--- src/rtl/twp_pkg.sv ---
package twp_pkg;
  typedef enum logic [2:0] {
    ST_IDLE, ST_ADDR, ST_AACK, ST_WR, ST_WACK, ST_RD, ST_RACK
  } bus_st_t;

  localparam logic [6:0] DEV_ADDR_LO = 7'b1001110;
  localparam logic [6:0] DEV_ADDR_HI = 7'b0110111;
  localparam logic [7:0] OUT_REG_INIT = 8'h80;
  localparam logic [7:0] IDX_A    = 8'd0;
  localparam logic [7:0] IDX_B    = 8'd1;
  localparam logic [7:0] IDX_SNAP = 8'd2;
endpackage

--- src/rtl/twp_linesync.sv ---
module twp_linesync #(
  parameter int SYNC_STAGES = 2
) (
  input  logic clk,
  input  logic rst,
  input  logic scl_i,
  input  logic sda_i,
  output logic sda_lvl,
  output logic scl_rise,
  output logic scl_fall,
  output logic start_det,
  output logic stop_det,
  output logic stop_pulse
);
  localparam int PIPE_W = SYNC_STAGES + 1;

  logic [PIPE_W-1:0] scl_pipe, sda_pipe;

  // Stages 0..SYNC_STAGES-1 synchronize; the last stage holds the previous level.
  genvar g;
  generate
    for (g = 0; g < PIPE_W; g++) begin : g_pipe
      always_ff @(posedge clk) begin
        if (rst) begin
          scl_pipe[g] <= 1'b1;
          sda_pipe[g] <= 1'b1;
        end else if (g == 0) begin
          scl_pipe[g] <= scl_i;
          sda_pipe[g] <= sda_i;
        end else begin
          scl_pipe[g] <= scl_pipe[g-1];
          sda_pipe[g] <= sda_pipe[g-1];
        end
      end
    end
  endgenerate

  logic scl_now, scl_prev, sda_now, sda_prev;
  assign scl_now  = scl_pipe[SYNC_STAGES-1];
  assign scl_prev = scl_pipe[SYNC_STAGES];
  assign sda_now  = sda_pipe[SYNC_STAGES-1];
  assign sda_prev = sda_pipe[SYNC_STAGES];

  assign sda_lvl   = sda_now;
  assign scl_rise  = scl_now & ~scl_prev;
  assign scl_fall  = ~scl_now & scl_prev;
  assign start_det = scl_now & scl_prev & sda_prev & ~sda_now;
  assign stop_det  = scl_now & scl_prev & ~sda_prev & sda_now;

  always_ff @(posedge clk) begin
    if (rst) stop_pulse <= 1'b0;
    else     stop_pulse <= stop_det;
  end

  // a stop yields a single-cycle pulse
  p_stop_single_r8: assert property (@(posedge clk) disable iff (rst)
    stop_pulse |=> !stop_pulse);
endmodule

--- src/rtl/twp_engine.sv ---
module twp_engine
  import twp_pkg::*;
(
  input  logic       clk,
  input  logic       rst,
  input  logic       sda_lvl,
  input  logic       scl_rise,
  input  logic       scl_fall,
  input  logic       start_det,
  input  logic       stop_det,
  input  logic       addr_sel,
  input  logic [7:0] rd_data,
  output logic       sda_oe,
  output logic [7:0] idx,
  output logic       wr_en,
  output logic [7:0] wr_data,
  output logic       snap_en
);
  bus_st_t    state;
  logic [2:0] bit_cnt;
  logic [7:0] shreg, tx;
  logic       byte_full, is_read, idx_phase, snap_pend, m_nack;
  logic [6:0] dev_addr;

  assign dev_addr = addr_sel ? DEV_ADDR_HI : DEV_ADDR_LO;

  always_ff @(posedge clk) begin
    if (rst) begin
      state <= ST_IDLE; bit_cnt <= '0; shreg <= '0; tx <= '0;
      byte_full <= 1'b0; is_read <= 1'b0; idx_phase <= 1'b0;
      snap_pend <= 1'b0; m_nack <= 1'b0; sda_oe <= 1'b0;
      idx <= '0; wr_en <= 1'b0; wr_data <= '0; snap_en <= 1'b0;
    end else begin
      wr_en   <= 1'b0;
      snap_en <= 1'b0;
      if (start_det) begin
        state <= ST_ADDR; bit_cnt <= '0; byte_full <= 1'b0;
        sda_oe <= 1'b0; snap_pend <= 1'b1;
      end else if (stop_det) begin
        state <= ST_IDLE; sda_oe <= 1'b0; snap_pend <= 1'b0;
      end else begin
        if (scl_rise && snap_pend) begin
          snap_en   <= 1'b1;
          snap_pend <= 1'b0;
        end
        case (state)
          ST_ADDR, ST_WR: begin
            if (scl_rise) begin
              shreg   <= {shreg[6:0], sda_lvl};
              bit_cnt <= bit_cnt + 3'd1;
              if (bit_cnt == 3'd7) byte_full <= 1'b1;
            end else if (scl_fall && byte_full) begin
              byte_full <= 1'b0;
              bit_cnt   <= '0;
              if (state == ST_ADDR) begin
                if (shreg[7:1] == dev_addr) begin
                  sda_oe  <= 1'b1;
                  is_read <= shreg[0];
                  state   <= ST_AACK;
                end else begin
                  state <= ST_IDLE;
                end
              end else begin
                sda_oe <= 1'b1;
                state  <= ST_WACK;
                if (idx_phase) begin
                  idx       <= shreg;
                  idx_phase <= 1'b0;
                end else begin
                  wr_en   <= 1'b1;
                  wr_data <= shreg;
                end
              end
            end
          end
          ST_AACK: if (scl_fall) begin
            bit_cnt <= '0;
            if (is_read) begin
              tx     <= rd_data;
              sda_oe <= ~rd_data[7];
              state  <= ST_RD;
            end else begin
              sda_oe    <= 1'b0;
              idx_phase <= 1'b1;
              state     <= ST_WR;
            end
          end
          ST_WACK: if (scl_fall) begin
            sda_oe <= 1'b0;
            state  <= ST_WR;
          end
          ST_RD: if (scl_fall) begin
            if (bit_cnt == 3'd7) begin
              sda_oe <= 1'b0;
              state  <= ST_RACK;
            end else begin
              tx      <= {tx[6:0], 1'b0};
              sda_oe  <= ~tx[6];
              bit_cnt <= bit_cnt + 3'd1;
            end
          end
          ST_RACK: begin
            if (scl_rise) m_nack <= sda_lvl;
            else if (scl_fall) begin
              if (m_nack) state <= ST_IDLE;
              else begin
                tx      <= rd_data;
                sda_oe  <= ~rd_data[7];
                bit_cnt <= '0;
                state   <= ST_RD;
              end
            end
          end
          default: ;
        endcase
      end
    end
  end

  // an idle block never holds the data line
  p_idle_release_r9: assert property (@(posedge clk) disable iff (rst)
    (state == ST_IDLE) |-> !sda_oe);
  // entering the address acknowledge pulls SDA low
  p_addr_ack_r2: assert property (@(posedge clk) disable iff (rst)
    (state == ST_AACK && $past(state) == ST_ADDR) |-> sda_oe);
  // the snapshot strobe fires once per start
  p_snap_once_r7: assert property (@(posedge clk) disable iff (rst)
    snap_en |=> !snap_en);
endmodule

--- src/rtl/twp_regfile.sv ---
module twp_regfile
  import twp_pkg::*;
#(
  parameter int PORT_W = 5
) (
  input  logic              clk,
  input  logic              rst,
  input  logic              wr_en,
  input  logic [7:0]        idx,
  input  logic [7:0]        wr_data,
  input  logic              wr_prot,
  input  logic              snap_en,
  input  logic [PORT_W-1:0] in_port,
  output logic [7:0]        reg_a,
  output logic [7:0]        reg_b,
  output logic [7:0]        rd_data
);
  localparam int PAD_W = 8 - PORT_W;

  logic [PORT_W-1:0] snap_q;

  always_ff @(posedge clk) begin
    if (rst) begin
      reg_a  <= OUT_REG_INIT;
      reg_b  <= OUT_REG_INIT;
      snap_q <= '0;
    end else begin
      if (wr_en && !wr_prot && idx == IDX_A) reg_a <= wr_data;
      if (wr_en && !wr_prot && idx == IDX_B) reg_b <= wr_data;
      if (snap_en) snap_q <= in_port;
    end
  end

  always_comb begin
    case (idx)
      IDX_A:    rd_data = reg_a;
      IDX_B:    rd_data = reg_b;
      IDX_SNAP: rd_data = {{PAD_W{1'b0}}, snap_q};
      default:  rd_data = 8'h00;
    endcase
  end

  // registers come out of reset at the default select pair
  p_reset_init_r1: assert property (@(posedge clk)
    $past(rst) |-> (reg_a == OUT_REG_INIT && reg_b == OUT_REG_INIT));
  // an unprotected write to index 0 lands in register A
  p_write_a_r3: assert property (@(posedge clk) disable iff (rst)
    (wr_en && !wr_prot && idx == IDX_A) |=> reg_a == $past(wr_data));
  // protected writes leave both output registers untouched
  p_prot_hold_r5: assert property (@(posedge clk) disable iff (rst)
    (wr_en && wr_prot) |=> ($stable(reg_a) && $stable(reg_b)));
  // writes above index 1 are dropped
  p_high_idx_drop_r4: assert property (@(posedge clk) disable iff (rst)
    (wr_en && idx > IDX_B) |=> ($stable(reg_a) && $stable(reg_b)));
  // the snapshot holds the port value seen at the strobe
  p_snap_capture_r7: assert property (@(posedge clk) disable iff (rst)
    snap_en |=> rd_data[PORT_W-1:0] == $past(in_port) || idx != IDX_SNAP);
endmodule

--- src/rtl/twowire_regport.sv ---
module twowire_regport #(
  parameter int PORT_W      = 5,
  parameter int SYNC_STAGES = 2
) (
  input  logic              clk,
  input  logic              rst,
  input  logic              scl_i,
  input  logic              sda_i,
  output logic              sda_oe,
  input  logic              addr_sel,
  input  logic              wr_prot,
  input  logic [PORT_W-1:0] in_port,
  output logic [7:0]        reg_a,
  output logic [7:0]        reg_b,
  output logic              stop_pulse
);
  logic       sda_lvl, scl_rise, scl_fall, start_det, stop_det;
  logic [7:0] idx, wr_data, rd_data;
  logic       wr_en, snap_en;

  twp_linesync #(.SYNC_STAGES(SYNC_STAGES)) u_sync (
    .clk(clk), .rst(rst), .scl_i(scl_i), .sda_i(sda_i),
    .sda_lvl(sda_lvl), .scl_rise(scl_rise), .scl_fall(scl_fall),
    .start_det(start_det), .stop_det(stop_det), .stop_pulse(stop_pulse)
  );

  twp_engine u_eng (
    .clk(clk), .rst(rst), .sda_lvl(sda_lvl), .scl_rise(scl_rise),
    .scl_fall(scl_fall), .start_det(start_det), .stop_det(stop_det),
    .addr_sel(addr_sel), .rd_data(rd_data), .sda_oe(sda_oe), .idx(idx),
    .wr_en(wr_en), .wr_data(wr_data), .snap_en(snap_en)
  );

  twp_regfile #(.PORT_W(PORT_W)) u_regs (
    .clk(clk), .rst(rst), .wr_en(wr_en), .idx(idx), .wr_data(wr_data),
    .wr_prot(wr_prot), .snap_en(snap_en), .in_port(in_port),
    .reg_a(reg_a), .reg_b(reg_b), .rd_data(rd_data)
  );

  // the line is released whenever a stop is reported
  p_stop_release_r9: assert property (@(posedge clk) disable iff (rst)
    stop_pulse |-> !sda_oe);
endmodule

--- config.mk ---
export PLATFORM = sky130hd
export DESIGN_NAME = twowire_regport
export DESIGN_NICKNAME = d
export VERILOG_FILES = /design/src/rtl/twp_pkg.sv /design/src/rtl/twp_linesync.sv /design/src/rtl/twp_engine.sv /design/src/rtl/twp_regfile.sv /design/src/rtl/twowire_regport.sv
export SDC_FILE = /design/constraint.sdc
export NUM_CORES = 1
export LEC_CHECK = 0
export ABC_CLOCK_PERIOD_IN_PS = 2400
export BUFFER_PORTS_ARGS = -buffer_cell sky130_fd_sc_hd__buf_2
export CAP_MARGIN = 20
export CORE_AREA = 4 4 88 90
export DETAILED_ROUTE_END_ITERATION = 7
export DIE_AREA = 0 0 92 94
export GPL_ROUTABILITY_DRIVEN = 1
export PLACE_DENSITY = 0.67
export SLEW_MARGIN = 5
export SYNTH_ARGS = -nofsm -noshare
export SYNTH_HDL_FRONTEND = slang
export SYNTH_SLANG_ARGS = --single-unit
--- constraint.sdc ---
create_clock -name clk -period 2.4 [get_ports clk]
set_clock_uncertainty 0.05 [all_clocks]
set_input_delay 0.24 -clock clk [delete_from_list [all_inputs] [get_ports clk]]
set_output_delay 0.24 -clock clk [all_outputs]
set_load 0.02 [all_outputs]
==> Yosys cells after proc, flatten, opt, wreduce, memory -nomap -nowiden <==
Index checks and enable logic that the tools add are counted.
{ "word_totals": {"reg_bits": 73, "input_bits": 11, "output_inout_bits": 18, "elab_cells": 171} }
{ "classes": {"addsub": 1, "n_eq_ne": 34, "mux": 61, "bitwise": 20, "reduce_logical": 30} }
{ "op_table": {"columns": ["op", "n"], "rows": [
  ["two-way mux 3 bit", 19],
  ["two-way mux 7 bit", 8],
  ["two-way mux 1 bit", 27],
  ["AND reduction 9 bit", 3],
  ["inequality test 4 x 3 -> 1 bit, second input constant", 6],
  ["case mux 8 bit (3 select lines)", 1],
  ["case mux 7 bit (3 select lines)", 1],
  ["AND reduction 7 bit", 3],
  ["AND reduction 10 bit", 2],
  ["case mux 3 bit (5 select lines)", 1],
  ["inequality test 2 x 1 -> 1 bit, second input constant", 7],
  ["inequality test 2 bit, second input constant", 7],
  ["inverter 1 bit", 13],
  ["equality test 3 bit, second input constant", 4],
  ["case mux 3 bit (4 select lines)", 1],
  ["AND reduction 4 bit", 3],
  ["equality test 8 x 1 -> 1 bit, second input constant", 1],
  ["equality test 8 x 2 -> 1 bit, second input constant", 1],
  ["logical NOT 8 bit", 1],
  ["inequality test 4 bit, second input constant", 2],
  ["AND reduction 8 bit", 1],
  ["bitwise AND 1 bit", 7],
  ["equality test 7 bit", 1],
  ["nonzero test 7 bit", 1],
  ["other kinds (17)", 25]
]} }

==> Longest topological paths before layout <==
{ "logic_depth": {"word_depth": 9, "mapped_depth": 8, "mapped_depth_nobuf": 7} }

==> By module <==
Synthesis repeated with hierarchy kept, for this count alone.
{ "unflattened": {"hier_cells": 369, "hier_area_um2": 3503.4} }
{ "modules_own_cells": {"columns": ["mod", "instances", "cells_each", "area_each_um2", "seq_area_each_um2"], "rows": [
  ["twp_engine", 1, 241, 2182.1, 900.9],
  ["twp_regfile", 1, 109, 1093.5, 420.4],
  ["twp_linesync", 1, 19, 227.7, 140.1]
]} }

==> Worst setup path after synthesis <==
OpenSTA, ideal clock, no wires.
{ "synth_path": {"path_kind": "register -> register", "startpoint": "register u_eng.idx[2]", "endpoint": "register u_regs.reg_a[7]", "setup_ns": 0.120, "t_arrival_ns": 1.673, "t_required_ns": 2.230, "setup_slack_ns": 0.558, "path_stages_with_launch": 7, "n_path_buf": 1, "synth_period_minus_slack_ns": 1.842, "cell_sequence": "dfxtp_1 -> or4_4 -> nor3_4 -> and4bb_1 -> buf_6 -> nor2b_1 -> a211o_1"} }
{ "synth_between": {"elab_chain_len": 2} }
{ "synth_lines": {"columns": ["element", "line", "text"], "rows": [
  ["start: declaration", "twp_engine.sv:14", "output logic [7:0] idx,"],
  ["start signal: assignment", "twp_engine.sv:67", "idx <= shreg;"],
  ["logical NOT 8 bit", "twp_regfile.sv:28", "if (wr_en && !wr_prot && idx == IDX_A) reg_a <= wr_data;"],
  ["logical AND 1 bit", "twp_regfile.sv:28", null],
  ["end signal: assignment", "twp_regfile.sv:28", null],
  ["end: declaration", "twp_regfile.sv:14", "output logic [7:0] reg_a,"]
]} }
No other way between the ends.
A chain may end at the register's enable or synchronous reset.

==> Final worst setup path <==
{ "layout_path": {"startpoint": "register u_eng.state[0]", "endpoint": "register u_eng.state[0]"} }
{ "layout_between": {"elab_chain_len": 7, "elab_cells_between_ends": 23, "classes_between": "eq/ne: 14; mux: 6; reduce/logical: 3"} }
{ "layout_lines": {"columns": ["element", "line", "text"], "rows": [
  ["start: declaration", "twp_engine.sv:19", "bus_st_t state;"],
  ["start signal: assignment", "twp_engine.sv:29", "state <= ST_IDLE; bit_cnt <= '0; shreg <= '0; tx <= '0;"],
  ["start signal: assignment", "twp_engine.sv:37", "state <= ST_ADDR; bit_cnt <= '0; byte_full <= 1'b0;"],
  ["start signal: assignment", "twp_engine.sv:40", "state <= ST_IDLE; sda_oe <= 1'b0; snap_pend <= 1'b0;"],
  ["equality test 3 x 1 -> 1 bit", "twp_engine.sv:46, twp_engine.sv:55", null],
  ["two-way mux 3 bit", "twp_engine.sv:55", "if (state == ST_ADDR) begin"],
  ["two-way mux 3 bit", "twp_engine.sv:52", "end else if (scl_fall && byte_full) begin"],
  ["two-way mux 3 bit", "twp_engine.sv:48", "if (scl_rise) begin"],
  ["case mux 3 bit (5 select lines)", "twp_engine.sv:46", "case (state)"],
  ["two-way mux 1 bit", "twp_engine.sv:39", "end else if (stop_det) begin"],
  ["two-way mux 1 bit", "twp_engine.sv:36", "if (start_det) begin"]
]} }
Several ways; a longest one is shown, not always the timed one. The select of a mux whose other input is x is not followed.

==> flow_summary.ini <==
[outcome]
status = finished, final reports clean

[synthesis]
syn_area_per_cell_um2 = 8.81
synth-edff-count = 0
synth-seq-cells = 73
ys_seq_area_share_pct = 43.4
ys.flop_type = dfxtp_1
syn-cell-area_um2 = 3370
syn_nets = 395
async_flop_share_pct = 0
ys_warn_count = 0
synthCells = 382
ys_types = 64

[sta]
setup_viol_count_final = 0
finalCriticalPeriod_ns = 2.10
slew_headroom_pct = 53.9
finalMaxSlewViolations = 0
grt_setup_unrepaired = no
tightest_slew_ns = 0.691
hold_violations = 0
timing.fmax_mhz = 476
setup-tns-final_ns = 0
finalCritPeriodShare_pct = 87.6

[routing]
ant_nets = 0
detail_route.wl_per_cell_um = 14.6
via_per_inst = 5.50
firstDrtPassIters = 4
vias = 2796
drc = 0
wirelength_um = 7410
drt_iter0_markers = 179

[clock_network]
htreeDepth = 3
cts_tree = built
numCtsBuffers = 9
clockRootBuffer = clkbuf_8
cts_buffer_depth = 2
clock_sinks = 73
clock_latency_ns = 0.34
clk_pin_slew_ns = 0.08

[finish]
nNetsFinal = 417
drive_gt1_share_pct = 17.6
final_common_cell = dfxtp_1
mostFrequentLayoutCells = dfxtp_1, nor2_1, nand2_1
area_growth_pct = 13.5
diodes = 0

[placement]
finalWeightedCongestion = 0.867
post-dp-hpwl_um = 5350
portBuffers = 28

[power]
pwr-share-seq_pct = 50.8
peakVddDrop_uv = 397
switching_share_pct = 22.5
pwr-share-comb_pct = 2.9
power_per_cell_area_nw_per_um2 = 633
clock_power_share_pct = 46.3
internal_power_mw = 1.87
power.total_mw = 2.42
p_switching_mw = 0.545
p_leak_nw = 1.42

[floorplanning]
start_util_pct = 47.7
die_y_um = 94
die_w_um = 92
core-area_um2 = 7060
io_pins = 29
num_rows = 31
die_area_um2 = 8650

[setup_path]
path_max_fanout = 17
arrival_ns = 2.30
cp-start-kind = flop
crit_path_end_kind = flop
required_ns = 2.59
crit_type = flop to flop

[global_route]
grt_usage_pct = 18.4
antenna_found_initial = 0
grt_max_degree = 33
grt_pass1_vias = 2682
grt_pass1_wl_um = 12800
grt_remaining_overflow = 0

[run]
maxCapViolCount = 0

[min_path]
hold_class = primary input to flop
## cell families after synthesis
group                      Yosys count  synth area share, %
AOI/OAI and AO/OA                   83                 17.4
buffers and inverters               34                 4.61
xor gates and xnor gates             2                0.521
and+or+nand+nor                    153                 22.9
DFF                                 73                 43.4
adders and majority gates            2                0.743
muxes                               35                 10.4
## registers in the layout (all words and copies together) (netlist names)
signal and count:
u_eng.tx 7, u_regs.snap_q 5, u_sync.sda_pipe 1, u_eng.wr_data 8, u_sync.stop_pulse 1, u_eng.shreg 8, u_eng.is_read 1, u_eng.sda_oe 1
u_eng.idx_phase 1, u_eng.bit_cnt 3, u_sync.sda_lvl 1, u_eng.snap_pend 1, u_eng.idx 8, u_sync.sda_prev 1, u_eng.snap_en 1, u_eng.state 3
u_sync.scl_pipe 1, u_regs.reg_a 8, u_sync.scl_prev 1, u_regs.reg_b 8, u_eng.wr_en 1, u_sync.scl_now 1, u_eng.byte_full 1, u_eng.m_nack 1
## power by group through the flow
stage / sequential, mW / combinational, mW / clock (mW)
6_report: 1.23 / 0.0695 / 1.12
5_1_grt: 1.23 / 0.0780 / 1.20
4_1_cts: 1.23 / 0.0700 / 1.14
3_5_place_dp: 1.26 / 0.0700 / 0
3_3_place_gp: 1.26 / 0.0700 / 0
2_1_floorplan: 1.25 / 0.0585 / 0
## final cells by class
cell class	count	area, um^2
Clock inverter	6	97.6
Sequential cell	73	1460
Inverter	6	22.5
Fill cell	695	3240
Clock buffer	10	138
Tap cell	99	124
Timing Repair Buffer	39	223
Multi-Input combinational cell	275	1760
## routing by layer
metal | vias up | track usage [%] | routed length (um)
met5 | - | 0 | 0
met4 | 0 | 7.55 | 104
met3 | 11 | 2.88 | 269
met2 | 58 | 29.5 | 3500
met1 | 1330 | 24.8 | 3530
li1 | 1397 | - | -
## path summary, 6_finish.rpt
path	start	endpoint	slack (ns)	cells after the start
max	u_eng.state[0]	u_eng.state[0]	0.30	5
min	scl_i	u_sync.scl_pipe[0]	0.03	2
max reg2reg	u_eng.state[0]	u_eng.state[0]	0.30	5
min reg2reg	u_sync.scl_pipe[0]	u_sync.scl_now	0.36	1
## per-stage QoR
stage / hold slack (ns) / instances / utilization [%] / setup slack (ns) / cell area [um^2]
2_1_floorplan: 0.294 / 382 / - / 0.558 / 3370
3_3_place_gp: 0.343 / 492 / 50.7 / 0.381 / 3580
3_5_place_dp: 0.343 / 492 / 50.7 / 0.314 / 3580
4_1_cts: 0.0163 / 508 / 54.0 / 0.307 / 3810
5_1_grt: 0.0330 / 508 / 54.1 / 0.117 / 3820
6_report: 0.0261 / 508 / 54.1 / 0.298 / 3820
## worst max-delay path, cell delays in order (launching register included)
cell and delay (ns):
dfxtp_1 0.66, nor2b_1 0.22, nand3_1 0.18, a221oi_4 0.40, o221ai_2 0.14, a2111oi_2 0.34
## synth_stat cells, types with 2 or more instances
library cell | instances | area share (%)
a211o_1 | 2 | 0.52
nand2_1 | 36 | 4.0
inv_1 | 6 | 0.67
o22ai_1 | 2 | 0.37
a2bb2oi_1 | 3 | 0.78
a21boi_0 | 5 | 1.1
nor2b_1 | 10 | 1.9
buf_4 | 3 | 0.67
buf_2 | 6 | 0.89
o211ai_1 | 2 | 0.45
o21ai_0 | 10 | 1.5
a211oi_1 | 6 | 1.3
nand4_1 | 4 | 0.74
clkbuf_1 | 15 | 1.7
nor3_1 | 3 | 0.45
ha_1 | 2 | 0.74
nand3_1 | 13 | 1.9
nand2b_1 | 4 | 0.74
nor3b_1 | 3 | 0.67
buf_1 | 2 | 0.22
nor2_1 | 53 | 5.9
dfxtp_1 | 73 | 43
mux2i_1 | 35 | 10
nand4b_1 | 3 | 0.78
a21oi_1 | 31 | 4.6
or4b_1 | 2 | 0.59
or2_2 | 9 | 1.7
a22oi_1 | 3 | 0.67
## repair_timing
item                                    4_1_cts  5_1_grt
endpoints found under the setup margin        0        2
hold buffers                                  0        0
gates resized for setup                       0        1
setup buffers                                 0        0
Power figures use the tool's default switching activity.
